## src/rtl/mbx_pkg.sv

```systemverilog
package mbx_pkg;

    localparam int unsigned MBX_DATA_W = 32;
    localparam int unsigned MBX_NUM    = 4;
    localparam int unsigned MBX_ADDR_W = 4;

    typedef enum logic [2:0] {
        RGN_INBOUND,
        RGN_OUTBOUND,
        RGN_PENDING,
        RGN_ENABLE,
        RGN_NONE
    } mcu_region_e;

    function automatic mcu_region_e region_of(input logic [MBX_ADDR_W-1:0] addr,
                                              input int unsigned num);
        int unsigned a;
        a = int'(addr);
        if (a < num)
            return RGN_INBOUND;
        else if (a < 2 * num)
            return RGN_OUTBOUND;
        else if (a == 2 * num)
            return RGN_PENDING;
        else if (a == 2 * num + 1)
            return RGN_ENABLE;
        return RGN_NONE;
    endfunction

endpackage

```

## src/rtl/mbx_host_sync.sv

```systemverilog
module mbx_host_sync #(
    parameter int unsigned STAGES = 2
) (
    input  logic clk,
    input  logic rst,
    input  logic req_async,
    output logic strobe,
    output logic ack
);
    logic [STAGES-1:0] sync_q;
    logic              seen_q;

    always_ff @(posedge clk) begin
        if (rst) begin
            sync_q <= '0;
            seen_q <= 1'b0;
        end else begin
            sync_q <= {sync_q[STAGES-2:0], req_async};
            seen_q <= sync_q[STAGES-1];
        end
    end

    assign strobe = sync_q[STAGES-1] & ~seen_q;
    assign ack    = seen_q;
endmodule

```

## src/rtl/mbx_store.sv

```systemverilog
module mbx_store #(
    parameter int unsigned DATA_W = 32,
    parameter int unsigned NUM    = 4,
    localparam int unsigned IDX_W = $clog2(NUM)
) (
    input  logic                  clk,
    input  logic                  rst,
    input  logic                  in_we,
    input  logic [IDX_W-1:0]      in_idx,
    input  logic [DATA_W-1:0]     in_wdata,
    input  logic                  out_we,
    input  logic [IDX_W-1:0]      out_idx,
    input  logic [DATA_W-1:0]     out_wdata,
    input  logic                  hrd_en,
    input  logic [IDX_W-1:0]      hrd_idx,
    input  logic [IDX_W-1:0]      mrd_idx,
    output logic [DATA_W-1:0]     in_rd,
    output logic [DATA_W-1:0]     out_rd,
    output logic [DATA_W-1:0]     hrd_data,
    output logic [NUM*DATA_W-1:0] in_flat
);
    logic [DATA_W-1:0] in_q  [NUM];
    logic [DATA_W-1:0] out_q [NUM];
    logic [DATA_W-1:0] hrd_q;

    for (genvar k = 0; k < NUM; k++) begin : g_box
        always_ff @(posedge clk) begin
            if (rst) begin
                in_q[k]  <= '0;
                out_q[k] <= '0;
            end else begin
                if (in_we && in_idx == IDX_W'(k))
                    in_q[k] <= in_wdata;
                if (out_we && out_idx == IDX_W'(k))
                    out_q[k] <= out_wdata;
            end
        end
        assign in_flat[k*DATA_W +: DATA_W] = in_q[k];
    end

    always_ff @(posedge clk) begin
        if (rst)
            hrd_q <= '0;
        else if (hrd_en)
            hrd_q <= out_q[hrd_idx];
    end

    assign in_rd    = in_q[mrd_idx];
    assign out_rd   = out_q[mrd_idx];
    assign hrd_data = hrd_q;
endmodule

```

## src/rtl/mbx_status.sv

```systemverilog
module mbx_status #(
    parameter int unsigned NUM = 4
) (
    input  logic           clk,
    input  logic           rst,
    input  logic [NUM-1:0] set_vec,
    input  logic [NUM-1:0] clr_vec,
    input  logic           en_we,
    input  logic           en_val,
    output logic [NUM-1:0] pend,
    output logic           en,
    output logic           irq
);
    logic [NUM-1:0] pend_q;
    logic           en_q;

    for (genvar k = 0; k < NUM; k++) begin : g_flag
        always_ff @(posedge clk) begin
            if (rst)
                pend_q[k] <= 1'b0;
            else
                pend_q[k] <= set_vec[k] | (pend_q[k] & ~clr_vec[k]);
        end
    end

    always_ff @(posedge clk) begin
        if (rst)
            en_q <= 1'b0;
        else if (en_we)
            en_q <= en_val;
    end

    assign pend = pend_q;
    assign en   = en_q;
    assign irq  = en_q & (|pend_q);
endmodule

```

## src/rtl/mbx_bank.sv

```systemverilog
module mbx_bank
    import mbx_pkg::*;
#(
    parameter int unsigned DATA_W      = MBX_DATA_W,
    parameter int unsigned NUM         = MBX_NUM,
    parameter int unsigned ADDR_W      = MBX_ADDR_W,
    parameter int unsigned SYNC_STAGES = 2,
    localparam int unsigned IDX_W      = $clog2(NUM)
) (
    input  logic              clk,
    input  logic              rst,
    input  logic              hst_req,
    input  logic              hst_dir,
    input  logic [IDX_W-1:0]  hst_idx,
    input  logic [DATA_W-1:0] hst_wdata,
    output logic              hst_ack,
    output logic [DATA_W-1:0] hst_rdata,
    input  logic              mcu_sel,
    input  logic              mcu_we,
    input  logic [ADDR_W-1:0] mcu_addr,
    input  logic [DATA_W-1:0] mcu_wdata,
    output logic [DATA_W-1:0] mcu_rdata,
    output logic              irq
);
    logic              hst_strobe;
    logic              hst_wr;
    logic              hst_rd;
    mcu_region_e       rgn;
    logic              mcu_wr;
    logic [IDX_W-1:0]  mcu_idx;
    logic [NUM-1:0]    set_vec;
    logic [NUM-1:0]    clr_vec;
    logic [NUM-1:0]    pend;
    logic              en;
    logic [DATA_W-1:0] in_rd;
    logic [DATA_W-1:0] out_rd;
    logic [NUM*DATA_W-1:0] in_flat;

    mbx_host_sync #(.STAGES(SYNC_STAGES)) u_sync (
        .clk       (clk),
        .rst       (rst),
        .req_async (hst_req),
        .strobe    (hst_strobe),
        .ack       (hst_ack)
    );

    assign hst_wr  = hst_strobe & hst_dir;
    assign hst_rd  = hst_strobe & ~hst_dir;
    assign rgn     = region_of(mcu_addr, NUM);
    assign mcu_wr  = mcu_sel & mcu_we;
    assign mcu_idx = mcu_addr[IDX_W-1:0];

    always_comb begin
        set_vec = '0;
        if (hst_wr)
            set_vec[hst_idx] = 1'b1;
    end

    assign clr_vec = (mcu_wr && rgn == RGN_PENDING) ? mcu_wdata[NUM-1:0] : '0;

    mbx_store #(.DATA_W(DATA_W), .NUM(NUM)) u_store (
        .clk       (clk),
        .rst       (rst),
        .in_we     (hst_wr),
        .in_idx    (hst_idx),
        .in_wdata  (hst_wdata),
        .out_we    (mcu_wr && rgn == RGN_OUTBOUND),
        .out_idx   (mcu_idx),
        .out_wdata (mcu_wdata),
        .hrd_en    (hst_rd),
        .hrd_idx   (hst_idx),
        .mrd_idx   (mcu_idx),
        .in_rd     (in_rd),
        .out_rd    (out_rd),
        .hrd_data  (hst_rdata),
        .in_flat   (in_flat)
    );

    mbx_status #(.NUM(NUM)) u_status (
        .clk     (clk),
        .rst     (rst),
        .set_vec (set_vec),
        .clr_vec (clr_vec),
        .en_we   (mcu_wr && rgn == RGN_ENABLE),
        .en_val  (mcu_wdata[0]),
        .pend    (pend),
        .en      (en),
        .irq     (irq)
    );

    always_comb begin
        mcu_rdata = '0;
        if (mcu_sel) begin
            unique case (rgn)
                RGN_INBOUND:  mcu_rdata = in_rd;
                RGN_OUTBOUND: mcu_rdata = out_rd;
                RGN_PENDING:  mcu_rdata = DATA_W'(pend);
                RGN_ENABLE:   mcu_rdata = DATA_W'(en);
                default:      mcu_rdata = '0;
            endcase
        end
    end
endmodule

```

## config.mk

```make
export PLATFORM = sky130hd
export DESIGN_NAME = mbx_bank
export DESIGN_NICKNAME = d
export VERILOG_FILES = /design/src/rtl/mbx_pkg.sv /design/src/rtl/mbx_host_sync.sv /design/src/rtl/mbx_store.sv /design/src/rtl/mbx_status.sv /design/src/rtl/mbx_bank.sv
export SDC_FILE = /design/constraint.sdc
export NUM_CORES = 1
export LEC_CHECK = 0
export BUFFER_PORTS_ARGS = -buffer_cell sky130_fd_sc_hd__buf_2
export CAP_MARGIN = 10
export CORE_ASPECT_RATIO = 2
export CORE_MARGIN = 3
export CORE_UTILIZATION = 30
export CTS_CLUSTER_DIAMETER = 200
export DETAILED_ROUTE_END_ITERATION = 7
export GPL_ROUTABILITY_DRIVEN = 0
export PLACE_DENSITY_LB_ADDON = 0.25
export SYNTH_ARGS = -nofsm -noshare
export SYNTH_HDL_FRONTEND = slang
export SYNTH_HIERARCHICAL = 1
export SYNTH_SLANG_ARGS = --single-unit
```

## constraint.sdc

```tcl
create_clock -name clk -period 6.65 [get_ports clk]
set_input_delay 0.3325 -clock clk [delete_from_list [all_inputs] [get_ports clk]]
set_output_delay 0.3325 -clock clk [all_outputs]
set_load 0.1 [all_outputs]
```

---- Word level (Yosys, flattened, before mapping) ----
Memories as Yosys holds them, arrays and structs flattened. A register that Yosys moved wholly into a read port is not among the register bits.
Index checks and enable logic that the tools add are counted.
cells by class
  reductions and logical operators ........ 16
  div/mod/pow operators ................... 0
  multiply operators ...................... 0
  order comparisons ....................... 4
  muxes and demuxes ....................... 49
  equal/unequal tests ..................... 11
  add/sub/neg operators ................... 0
  shift-type cells ........................ 0
  bitwise gates (word level) .............. 27
operators with widths
  cell                  count
  $mux W32              9
  $pmux W32 S4          1
  $mux W1               31
  $mux W3               5
  $logic_and A1 B1 Y1   12
  $or A1 B1 Y1          12
  $and A1 B1 Y1         9
  $eq A2 B2 Y1 const B  4
  $eq A4 B4 Y1 const B  2
  $mux W4               2
  $eq A3 B2 Y1 const B  2
  $not A1 Y1            6
  $eq A2 B1 Y1 const B  2
  $logic_not A2 Y1      2
  $lt A4 B3 Y1 const B  1
  $lt A4 B4 Y1 const B  1
  $reduce_or A4 Y1      1
  $eq A3 B1 Y1 const B  1
  $logic_not A3 Y1      1
  $lt A2 B3 Y1 const B  1
  $demux W1 S2          1
  $ge A2 B1 Y1 const B  1
word-level totals
  bits of input ports ..................... 76
  memories kept ........................... 2
  RAM bits ................................ 256
  latch bits .............................. 0
  flip-flop bits (word level) ............. 8
  output and inout port bits .............. 66
  memory bits (read-only) ................. 0
memories
  memory         words  bits a word  read ports  clocked after memory_dff  write ports  RTL line         source
  u_store.in_q   4      32           1           0                         4            mbx_store.sv:22  logic [DATA_W-1:0] in_q [NUM];
  u_store.out_q  4      32           2           1                         4            mbx_store.sv:23  logic [DATA_W-1:0] out_q [NUM];

---- Logic depth before layout (Yosys ltp) ----
Gate-level depths: netlist of run 1.
  word-level depth ........................ 13
  depth in mapped cells ................... 6
  depth with buffers taken out ............ 6

---- Hierarchy ----
Netlist of run 1, hierarchy kept.
modules (own cells, without submodules)
  module         seq. area each (um^2)  cells an instance  area each (um^2)  instances
  mbx_store      8328.0                 819                13068.8           1
  mbx_bank       0.0                    92                 636.9             1
  mbx_status     100.1                  20                 185.2             1
  mbx_host_sync  60.1                   7                  87.6              1

---- Least setup slack after synthesis of run 1 ----
OpenSTA, ideal clock, no wires.
  kind .................................... input -> register
  start point ............................. input mcu_addr[2]
  end point ............................... memory u_store.out_q[1][0], enable pin
  cell stages on the path ................. 5
  slack ................................... 3.435 ns
  arrival time ............................ 2.787 ns
  cell sequence ........................... buf_6 buf_2 nor3b_1 nand2_1 o21bai_1
RTL lines
  what             RTL line         source
  start, declared  mbx_bank.sv:20   input logic [ADDR_W-1:0] mcu_addr,
  end, declared    mbx_store.sv:23

---- Worst setup path after layout of run 1 ----
  start point ............................. input mcu_addr[0]
  end point ............................... output mcu_rdata[0]
on the way
  elaborated cells on any way between the ends .. 20
  classes of those cells .................. order compare (2); eq/ne (5); mux (10); reduce/logical (1); memory (2)
RTL lines
  what            RTL line        source
  $mem_v2 Z4 W32  -
  net in_rd[0]    mbx_bank.sv:35  logic [DATA_W-1:0] in_rd;
  $pmux W32 S4    mbx_bank.sv:94  unique case (rgn)
  $mux W32        mbx_bank.sv:93  if (mcu_sel) begin
  end, declared   mbx_bank.sv:22  output logic [DATA_W-1:0] mcu_rdata,
The timed path passes the listed nets, and every way through them passes these cells.

==> results of run 1 <==
## cell families (layout without fill, tap and decap cells)
logic type / count (synthesis) / after routing
simple gates: 354 / 354
flops: 296 / 296
mux: 162 / 162
buf+inv: 77 / 214
compound gates: 49 / 49
other cells: 0 / 4
## final cells by class
type                    count  area, um2  area share, %
inverters                  10      37.54         0.2310
multi-input cells         565       5171          31.83
flip-flops and latches    296       8488          52.24
diodes                      4      10.01        0.06161
clock buffers              29      683.2          4.205
clock inverters            17      239.0          1.471
well taps                 621      777.0          4.782
repair buffers            158      840.8          5.175
## stage by stage
step | instances | util (%) | hold slack (ns) | setup WS (ns)
2_1_floorplan | 938 | - | 0.4016 | 3.435
3_3_place_gp | 1650 | 33.31 | 0.4368 | 3.159
3_5_place_dp | 1650 | 33.31 | 0.4472 | 3.133
4_1_cts | 1696 | 35.32 | 0.06237 | 3.151
5_1_grt | 1696 | 35.32 | 0.06814 | 2.988
6_report | 1700 | 35.34 | 0.07601 | 3.267
## where the power goes
group / internal, mW / switching [mW] / total (mW)
registers: 2.09 / 0.0326 / 2.12
logic: 0.134 / 0.285 / 0.419
clock network: 0.972 / 0.701 / 1.67
total: 3.19 / 1.02 / 4.21
## state kept, by name, summed over array words and instances, names as in the netlist
name / flops
u_store/hrd_data: 32
u_sync/sync_q: 2
u_status/pend: 4
u_status/en: 1
u_store/out_q: 128
u_sync/ack: 1
u_store/in_q: 128
## synthesized netlist by cell type (all sizes together)
library cell	instances
and4bb	4
and3	1
nand2b	5
nor3b	4
a21oi	4
nor2b	5
o2bb2ai	3
dfxtp	40
nand2	3
and2	261
nor2	29
or3b	34
buf	32
nor4b	2
clkbuf	35
edfxtp	256
o41a	1
mux4	64
nand3b	1
a31o	6
and4b	2
o22ai	1
mux2i	98
nor3	3
inv	10
o221ai	32
o21bai	2
## critical path, delay by kind of cell
kind	cells	cell delay, ns
compound gates	1	0.13
simple gates	1	0.17
buf+inv	3	1.65
mux	2	0.75
## layer usage
metal  global-route usage [%]  vias to the layer above  routed length, um  part of all wire [%]
met5                        0                        -                 44                  0.11
met4                    4.130                        8                773                   2.0
met3                    3.155                       47               2070                   5.3
met2                    28.10                      182              20700                    53
met1                    18.90                     4261              15430                    40
li1                         -                     3746                  -                     -
## how the worst max path moves through the flow
stage | endpoint | cells after the start
after floorplan | u_store/out_q[1][0]$_SDFFCE_PN0P_ | 5
after global placement | mcu_rdata[0] | 7
after detailed placement | mcu_rdata[0] | 7
after CTS | mcu_rdata[0] | 7
after global routing | mcu_rdata[0] | 7
final | mcu_rdata[0] | 7
==> metrics.txt, run 1 <==
Die Wd 158.6 um; xor and xnor area share after synthesis 0%; CP required 6.32 ns; Final Skew 0.009027 ns; Die ar. a little under 50000 um2; First-pass DRT Iterations 4; endpoint type of the worst setup path primary output; Net count, final 1133; Distinct cells, synth 38; number of global-route vias before repair roughly 8700; Filler cells around 4400; synthesized net count 1014; Routed Antenna Nets 0; overall routed net length 39020 um; CP startpoint mcu_addr[0]; initial DRC count 514; Hold Crit Class input port to register; RSZ-0062 raised after global routing no; WHS Endpoint u_sync/sync_q[0]$_SDFF_PP0_; Reg clk slew, reported paths 0.07 ns; P per Cell Area 259.2 nW/um2; num ports 142; htree depth 1; Syn Area/Cell 14.90 um2; Max clock buf depth 3; largest net degree at the start of global routing around 60; status finished, final reports clean; Clock Sinks roughly 300; vias after detailed routing 8244; fin crit share 50.88%; Final Instance Area 16250 um2; Final Hold Vio Count 0; worst r2r src u_sync/sync_q[1]$_SDFF_PP0_; CP cell instances buf_4 > buf_4 > mux4_2 > mux2i_1 > o22ai_1 > and2_1 > buf_2; Overall Power 4.211 mW; Placed Area 15310 um2; Seq/Total Area, Yosys around three fifths; Syn Inst Count approximately 940; Setup Buffers After CTS 0; Mapped Area between 10000 and 15000 um2; post_cts resized 0; R2R depth 4; port buffer count 141; synth-to-layout area growth 16.23%; core footprint 45970 um2; Post-CTS Hold Fix Bufs 0; hold depth 2; Post-Synth Adder-Cell Area 0%; CP Class input port to primary output; final-report max-slew violation count 0; dpl hpwl between 20000 and 25000 um; relative slew slack 29.75%; Final TNS setup 0 ns; Yosys top cell area share 54.99%; combinational family with the most area after synthesis multiplexers; critical path's slowest cell buf_4; WL per Instance 22.95 um; hold path startpoint hst_req; R2R Setup Slk 4.10 ns; top area cells in the synthesized netlist edfxtp_1, and2_1, mux4_2; critical path launch point type input port; most common cell after layout, fill and taps aside and2_1; Most common cell on crit path buf_4; Chip Height 311.3 um; DR vias/cell 4.849; minimum clock period after layout 3.383 ns; layout cell share with drive strength beyond 1 29.30%; Simple-Gate Fraction of Synth Area 16.42%; global route total overflow 0; synthesized flop and latch total about 300; most frequent cells in the layout and2_1, edfxtp_1, buf_2, mux2i_1, mux4_2; # setup viols final 0; fmax 295.6 MHz; FF-to-FF End u_store/hrd_data[28]$_SDFFE_PP0P_; Critical Path Fanout Max 38; leading area contributor after synthesis edfxtp_1; gr usage total approximately 16%; Std-Cell Rows 111; post-synthesis mux area share between 15 and 20%; CTS tree yes; cts bufs inserted 26; Initial Util between 30 and 40%; Skew-Pair Late Insertion Delay 0.54 ns; max incr delay on CP 0.73 ns; Compound-Gate Fraction of Synth Area 2.945%; Max VDD drop 0.1442 mV; clock root buffer clkbuf_16; # DRC 0; Max Cap Viol 0; Slew @ Worst Pin 1.054 ns; Leak 6.225 nW; first-pass GRT wire length ~58000 um; initial antenna violation count 7; Ys Warns 6; crit path DAT between 3 and 4 ns
(Power assumes the default switching activity.)
==> run 2, diff against run 1 <==
--- a/config.mk
+++ b/config.mk
@@ -5,6 +5,7 @@
 export SDC_FILE = /design/constraint.sdc
 export NUM_CORES = 1
 export LEC_CHECK = 0
+export ABC_AREA = 1
 export BUFFER_PORTS_ARGS = -buffer_cell sky130_fd_sc_hd__buf_2
 export CAP_MARGIN = 10
 export CORE_ASPECT_RATIO = 2
==> constraint.sdc (replaced) <==
create_clock -name clk -period 3.3 [get_ports clk]
set_input_delay 0.165 -clock clk [delete_from_list [all_inputs] [get_ports clk]]
set_output_delay 0.165 -clock clk [all_outputs]
set_load 0.1 [all_outputs]
==> run 2 against run 1 <==
Combinational power rose to 2.8 times the previous value. Register-to-register slack got worse by 2.7 ns. Sequential cell count is the same. Wire length rose by 26%. Final cell count rose by 38%. Synthesized cell count increased by 64%. Sequential power is 100% higher. Worst setup slack got worse by 2.5 ns.
==> metrics.txt, run 2 <==
status finished, final reports clean (unchanged); Buf/Inv on CP 4 (was 3); Max VDD drop 0.4269 mV (was 0.1442 mV); Final Instance Area 16830 um2 (was 16250 um2); most common cell after layout, fill and taps aside nor2_1 (was and2_1); crit path DAT 2.41 ns (was 3.05 ns); post-synthesis mux area share 0% (was 17.33%); first-pass GRT wire length 73620 um (was 57900 um); htree depth 1 (unchanged); max incr delay on CP 0.50 ns (was 0.73 ns); Final TNS setup 0 ns (unchanged); fmax 387.8 MHz; RSZ-0062 raised after global routing no (unchanged); endpoint type of the worst setup path primary output (unchanged); Final Hold Vio Count 0 (unchanged); critical path's slowest cell buf_2 (was buf_4); Max Cap Viol 0 (unchanged); CP cell instances buf_4 > inv_2 > buf_4 > o21ai_1 > o22ai_1 > nand3_1 > a21oi_1 > buf_2 (was buf_4 > buf_4 > mux4_2 > mux2i_1 > o22ai_1 > and2_1 > buf_2); most frequent cells in the layout nor2_1, edfxtp_1, nand2_1, buf_2, nand3_1 (was and2_1, edfxtp_1, buf_2, mux2i_1, mux4_2); Critical Path Fanout Max 54 (was 38); Die Wd 158.7 um (was 158.6 um); CP required 3.13 ns (was 6.32 ns); clock root buffer clkbuf_16 (unchanged); final core area utilization 36.62% (was 35.34%); Compound-Gate Fraction of Synth Area 11.10% (was 2.945%); Setup Buffers After CTS 0 (unchanged); fin crit share 78.15%; DR vias/cell 5.080 (was 4.849); Leak 6.856 nW (was 6.225 nW); Max clock buf depth 3 (unchanged); WL per Instance 21.04 um (was 22.95 um); minimum clock period after layout 2.579 ns; Simple-Gate Fraction of Synth Area 21.04% (was 16.42%); P per Cell Area 535.8 nW/um2 (was 259.2 nW/um2); Placed Area 15260 um2 (was 15310 um2); synth-to-layout area growth 20.28% (was 16.23%); Die ar. 49440 um2 (was 49380 um2); Std-Cell Rows 111 (unchanged); synthesized net count 1611 (was 1014); largest net degree at the start of global routing 73 (was 59); critical path launch point type input port (unchanged); num ports 142 (unchanged); First-pass DRT Iterations 6 (was 4); dpl hpwl 32980 um (was 24830 um); layout cell share with drive strength beyond 1 14.41% (was 29.30%); worst setup slack after layout 0.7210 ns (was 3.267 ns); Post-synth EDFFs 256 (unchanged); overall routed net length 49270 um (was 39020 um); # DRC 0 (unchanged); gr usage total 19.31% (was 15.68%); CP top delay family buffers and inverters (unchanged); commonest cells in the netlist nor2_1, edfxtp_1, nand2_1 (was and2_1, edfxtp_1, mux2i_1); Post-CTS Hold Fix Bufs 57 (was 0); cts bufs inserted 29 (was 26); initial antenna violation count 0 (was 7); leading area contributor after synthesis edfxtp_1 (unchanged); Min Hold Slack 0.02482 ns (was 0.07601 ns); CTS tree yes (unchanged); Final Skew 0.03477 ns (was 0.009027 ns); final-report max-slew violation count 0 (unchanged); most numerous cell in the Yosys netlist nor2_1 (was and2_1); combinational family with the most area after synthesis simple AND/OR/NAND/NOR gates (was multiplexers); share of synthesized registers carrying an async set or reset 0% (unchanged); Slew @ Worst Pin 1.072 ns (was 1.054 ns); Hold Crit Class input port to register (unchanged); Initial Util 30.45% (was 30.41%); Filler cells 4717 (was 4417); relative slew slack 28.54% (was 29.75%); top area cells in the synthesized netlist edfxtp_1, nor2_1, dfxtp_1 (was edfxtp_1, and2_1, mux4_2); Mapped Area 14000 um2 (was 13980 um2); Skew-Pair Late Insertion Delay 0.58 ns (was 0.54 ns); vias after detailed routing 11900 (was 8244); Seq/Total Area, Yosys 60.65% (was 60.72%); Clock Sinks 296 (unchanged); Syn Area/Cell 9.118 um2 (was 14.90 um2); CP Class input port to primary output (unchanged); Most common cell on crit path buf_4 (unchanged); Net count, final 1774 (was 1133); Reg clk slew, reported paths 0.07 ns (about the same); number of global-route vias before repair 11680 (was 8720); Post-Synth Adder-Cell Area 0% (unchanged); Chip Height 311.5 um (was 311.3 um); Yosys top cell area share 54.93% (was 54.99%); pre-CTS setup slack 0.7650 ns (was 3.133 ns); n_diodes 0 (was 4); post_cts resized 0 (unchanged); Distinct cells, synth 21 (was 38); synthesized flop and latch total 296 (unchanged); Ys Warns 6 (unchanged); Routed Antenna Nets 0 (unchanged); core footprint 45970 um2 (unchanged); initial DRC count 999 (was 514); Top FF cell, synth edfxtp_1 (unchanged); xor and xnor area share after synthesis 0% (unchanged); port buffer count 141 (unchanged); Syn Inst Count 1535 (was 938); global route total overflow 0 (unchanged); # setup viols final 0 (unchanged)
## run 2: changes by cell type in the layout (fill, tap and decap cells not counted), moves of 32 or more
cell           change
a21oi_1           +61
nor2_1           +371
nand2_1          +209
nand3_1          +109
mux4_2            -64
mux2i_1           -98
or3b_2            -33
o21ai_1           +60
inv_1             +78
and2_1           -261
o21ai_0          +100
o221ai_1          -32
dlygate4sd3_1     +57
o22ai_1           +63
## run 2: routing by layer
layer | wire length (um) | track usage (%) | up-vias
met5 | 0 | 0 | -
met4 | 1817 | 7.269 | 0
met3 | 3036 | 2.461 | 92
met2 | 25380 | 35.10 | 461
met1 | 19030 | 23.20 | 5823
li1 | - | - | 5521
## run 2: layout make-up
type                    count  area (um2)  area share (%)
well taps                 621       777.0           4.615
clock inverters            24       279.0           1.657
clock buffers              30       729.5           4.333
multi-input cells        1030        4507           26.77
repair buffers            244        1689           10.03
flip-flops and latches    296        8488           50.42
inverters                  97       365.4           2.170
## run 2: worst register-to-register path, stage by stage, from the launching register on
cell and delay (ns):
dfxtp_1 0.32, inv_1 0.05, nor2_1 0.11, nand2_1 0.19
inv_1 0.24, nand3_1 0.10, nand2_1 0.09, buf_4 0.45
## run 2: path summary, 6_finish.rpt
path	startpoint	to	slack, ns	depth (start not counted)
max reg2reg	u_sync/sync_q[1]$_SDFF_PP0_	u_store/in_q[3][12]$_SDFFCE_PN0P_	1.37	7
max	mcu_addr[1]	mcu_rdata[27]	0.72	8
min	mcu_wdata[19]	u_store/out_q[0][19]$_SDFFCE_PN0P_	0.02	3
min reg2reg	u_sync/sync_q[0]$_SDFF_PP0_	u_sync/sync_q[1]$_SDFF_PP0_	0.42	2
## run 2: where the power goes
| part | switching, mW | total, mW | internal [mW] |
|---|---|---|---|
| combinational | 0.870 | 1.16 | 0.286 |
| sequential | 0.0779 | 4.30 | 4.22 |
| clock | 1.49 | 3.56 | 2.08 |
| total | 2.43 | 9.02 | 6.59 |
## run 2: logic make-up (layout without fill, tap and decap cells)
group | after synthesis | in the layout
AOI/OAI and AO/OA | 293 | 293
buffers and inverters | 209 | 395
DFF | 296 | 296
and+or+nand+nor | 737 | 737
## run 2: through the flow
stage                     power (mW)  cells
after floorplan                5.096   1535
after global placement         5.483   2231
after detailed placement       5.489   2231
after CTS                      9.102   2342
after global routing           9.333   2342
final                          9.020   2342
==> run 3, diff against run 2 <==
==> constraint.sdc (replaced) <==
create_clock -name clk -period 2.15 [get_ports clk]
set_input_delay 0.1075 -clock clk [delete_from_list [all_inputs] [get_ports clk]]
set_output_delay 0.1075 -clock clk [all_outputs]
set_load 0.1 [all_outputs]
==> run 3 against run 2 <==
Sequential share of layout area down 2.9 points. Die area unchanged. Largest cell class unchanged. Utilization up 2.3 points. Register-to-register slack worse by 1.0 ns. Clock skew down 0.016 ns. Worst hold slack better by 0.0025 ns. Wire length down 3.3%. Count of clock-buffer cells in the layout up 9. Total power up 51%. Global-route usage down 0.57 points.
==> metrics.txt, run 3 (same netlist as run 2, synthesis figures left out) <==
status finished, final reports clean (unchanged); most frequent cells in the layout nor2_1, edfxtp_1, nand2_1, nand3_1, buf_2 (was nor2_1, edfxtp_1, nand2_1, buf_2, nand3_1); Chip Height 311.5 um (unchanged); global route total overflow 0 (unchanged); port buffer count 141 (unchanged); clock network power share 37.0% (was 39.5%); initial DRC count 726 (was 999); met3 Usage GRT 2.009% (was 2.461%); Clock Sinks 296 (unchanged); critical path's slowest cell edfxtp_1 (was buf_2); Die Wd 158.7 um (unchanged); Max Cap Viol 0 (unchanged); initial antenna violation count 0 (unchanged); max incr delay on CP 0.35 ns (was 0.50 ns); htree depth 1 (unchanged); DR vias/cell 4.952 (was 5.080); layout cell share with drive strength beyond 1 17.39% (was 14.41%); Net count, final 1796 (was 1774); part of the power in registers 48.4% (was 47.7%); most used routing layer met2 (unchanged); met2 GRT Util 36.58% (was 35.10%); sw frac 26.97% (was 26.98%); RSZ-0062 raised after global routing yes (was no); Hold Crit Class input port to register (unchanged); num ports 142 (unchanged); relative slew slack 60.89% (was 28.54%); cts bufs inserted 28 (was 29); Buf/Inv on CP 2 (was 4); WL per Instance 20.17 um (was 21.04 um); Critical Path Fanout Max 2 (was 54); Skew-Pair Late Insertion Delay 0.57 ns (was 0.58 ns); Final Hold Vio Count 0 (unchanged); Initial Util 30.45% (unchanged); CP Class register to primary output (was input port to primary output); endpoint type of the worst setup path primary output (unchanged); first-pass GRT wire length 70830 um (was 73620 um); Routed Antenna Nets 0 (unchanged); CP required 2.04 ns (was 3.13 ns); CP cell instances o21ai_0 > o22ai_2 > buf_4 > nand3_1 > a21oi_2 > buf_12 (was buf_4 > inv_2 > buf_4 > o21ai_1 > o22ai_1 > nand3_1 > a21oi_1 > buf_2); Filler cells 4580 (was 4717); sw power 3.673 mW (was 2.433 mW); met1 Resource Use GR 19.69% (was 23.20%); most common cell after layout, fill and taps aside nor2_1 (unchanged); Logic pwr share 14.6% (was 12.8%); Std-Cell Rows 111 (unchanged); crit path DAT 1.99 ns (was 2.41 ns); final core area utilization 38.89% (was 36.62%); dpl hpwl 31280 um (was 32980 um); fin crit share 97.40%; worst setup slack after layout 0.05595 ns (was 0.7210 ns); CP top delay family compound AO/OA/AOI/OAI gates (was buffers and inverters); # DRC 0 (unchanged); pre-CTS setup slack 0.1231 ns (was 0.7650 ns); critical path launch point type register (was input port); Final TNS setup 0 ns (unchanged); First-pass DRT Iterations 5 (was 6); Max clock buf depth 3 (unchanged); Min Hold Slack 0.02731 ns (was 0.02482 ns); n_diodes 0 (unchanged); synth-to-layout area growth 27.74% (was 20.28%); largest net degree at the start of global routing 65 (was 73); fmax 477.5 MHz; Overall Power 13.62 mW (was 9.020 mW); Cell Int Power 9.944 mW (was 6.586 mW); vias after detailed routing 11700 (was 11900); minimum clock period after layout 2.094 ns; Reg clk slew, reported paths 0.07 ns (about the same); overall routed net length 47660 um (was 49270 um); # setup viols final 0 (unchanged); CTS tree yes (unchanged); gr usage total 18.73% (was 19.31%); P per Cell Area 761.7 nW/um2 (was 535.8 nW/um2); Die ar. 49440 um2 (unchanged); clock root buffer clkbuf_16 (unchanged); core footprint 45970 um2 (unchanged); final-report max-slew violation count 0 (unchanged); Slew @ Worst Pin 0.5867 ns (was 1.072 ns); Max VDD drop 0.5401 mV (was 0.4269 mV); Leak 7.160 nW (was 6.856 nW); number of global-route vias before repair 11880 (was 11680); Final Skew 0.01867 ns (was 0.03477 ns)
run 3: metal layers:
layer	routed length, um	vias up
met2	26240	446
met3	2295	101
met1	17010	5589
met5	0	-
li1	-	5565
met4	2116	0
run 3: worst register-to-register path: stages (launching register included):
cell	delay (ns)
dfxtp_1	0.31
inv_1	0.04
nor2_1	0.11
nand2_1	0.17
inv_1	0.24
nand3_1	0.12
nand2_2	0.30
buf_12	0.21
run 3: power by group through the flow:
stage | Clock [mW] | Combinational, mW | Sequential, mW
after floorplan | 0 | 1.01 | 6.84
after global placement | 0 | 1.88 | 6.71
after detailed placement | 0 | 1.89 | 6.72
after CTS | 5.17 | 2.00 | 6.59
after global routing | 5.38 | 2.12 | 6.61
final | 5.03 | 1.99 | 6.59
run 3: layout make-up:
class                   instances  area (um2)  area share (%)
clock buffers                  39       794.5           4.444
clock inverters                13       132.6          0.7418
inverters                      97       365.4           2.044
multi-input cells            1030        4692           26.24
flip-flops and latches        296        8489           47.48
well taps                     621       777.0           4.346
repair buffers                267        2628           14.70
run 3: what timing repair did:
item	4_1_cts	5_1_grt
hold endpoints to repair	257	0
gates resized for setup	6	3
cloned	0	0
pin swaps	3	4
endpoints found under the setup margin	4	7
setup buffers	1	1
hold buffers	67	0
run 3: path summary, 6_finish.rpt:
kind / start / end / slack (ns) / cells past startpoint
worst max register to register: u_sync/sync_q[1]$_SDFF_PP0_ / u_store/in_q[3][19]$_SDFFCE_PN0P_ / 0.34 / 7
worst min-delay path: hst_wdata[3] / u_store/in_q[2][3]$_SDFFCE_PN0P_ / 0.03 / 3
worst max-delay path: u_store/out_q[2][22]$_SDFFCE_PN0P_ / mcu_rdata[22] / 0.06 / 6
worst min register to register: u_sync/sync_q[0]$_SDFF_PP0_ / u_sync/sync_q[1]$_SDFF_PP0_ / 0.42 / 2
run 3: per-stage QoR:
stage / area, um2 / std cells
floorplan: 14130 / 1535
global placement: 16220 / 2242
detailed placement: 16220 / 2242
CTS: 17850 / 2362
global route: 17880 / 2363
finish: 17880 / 2363
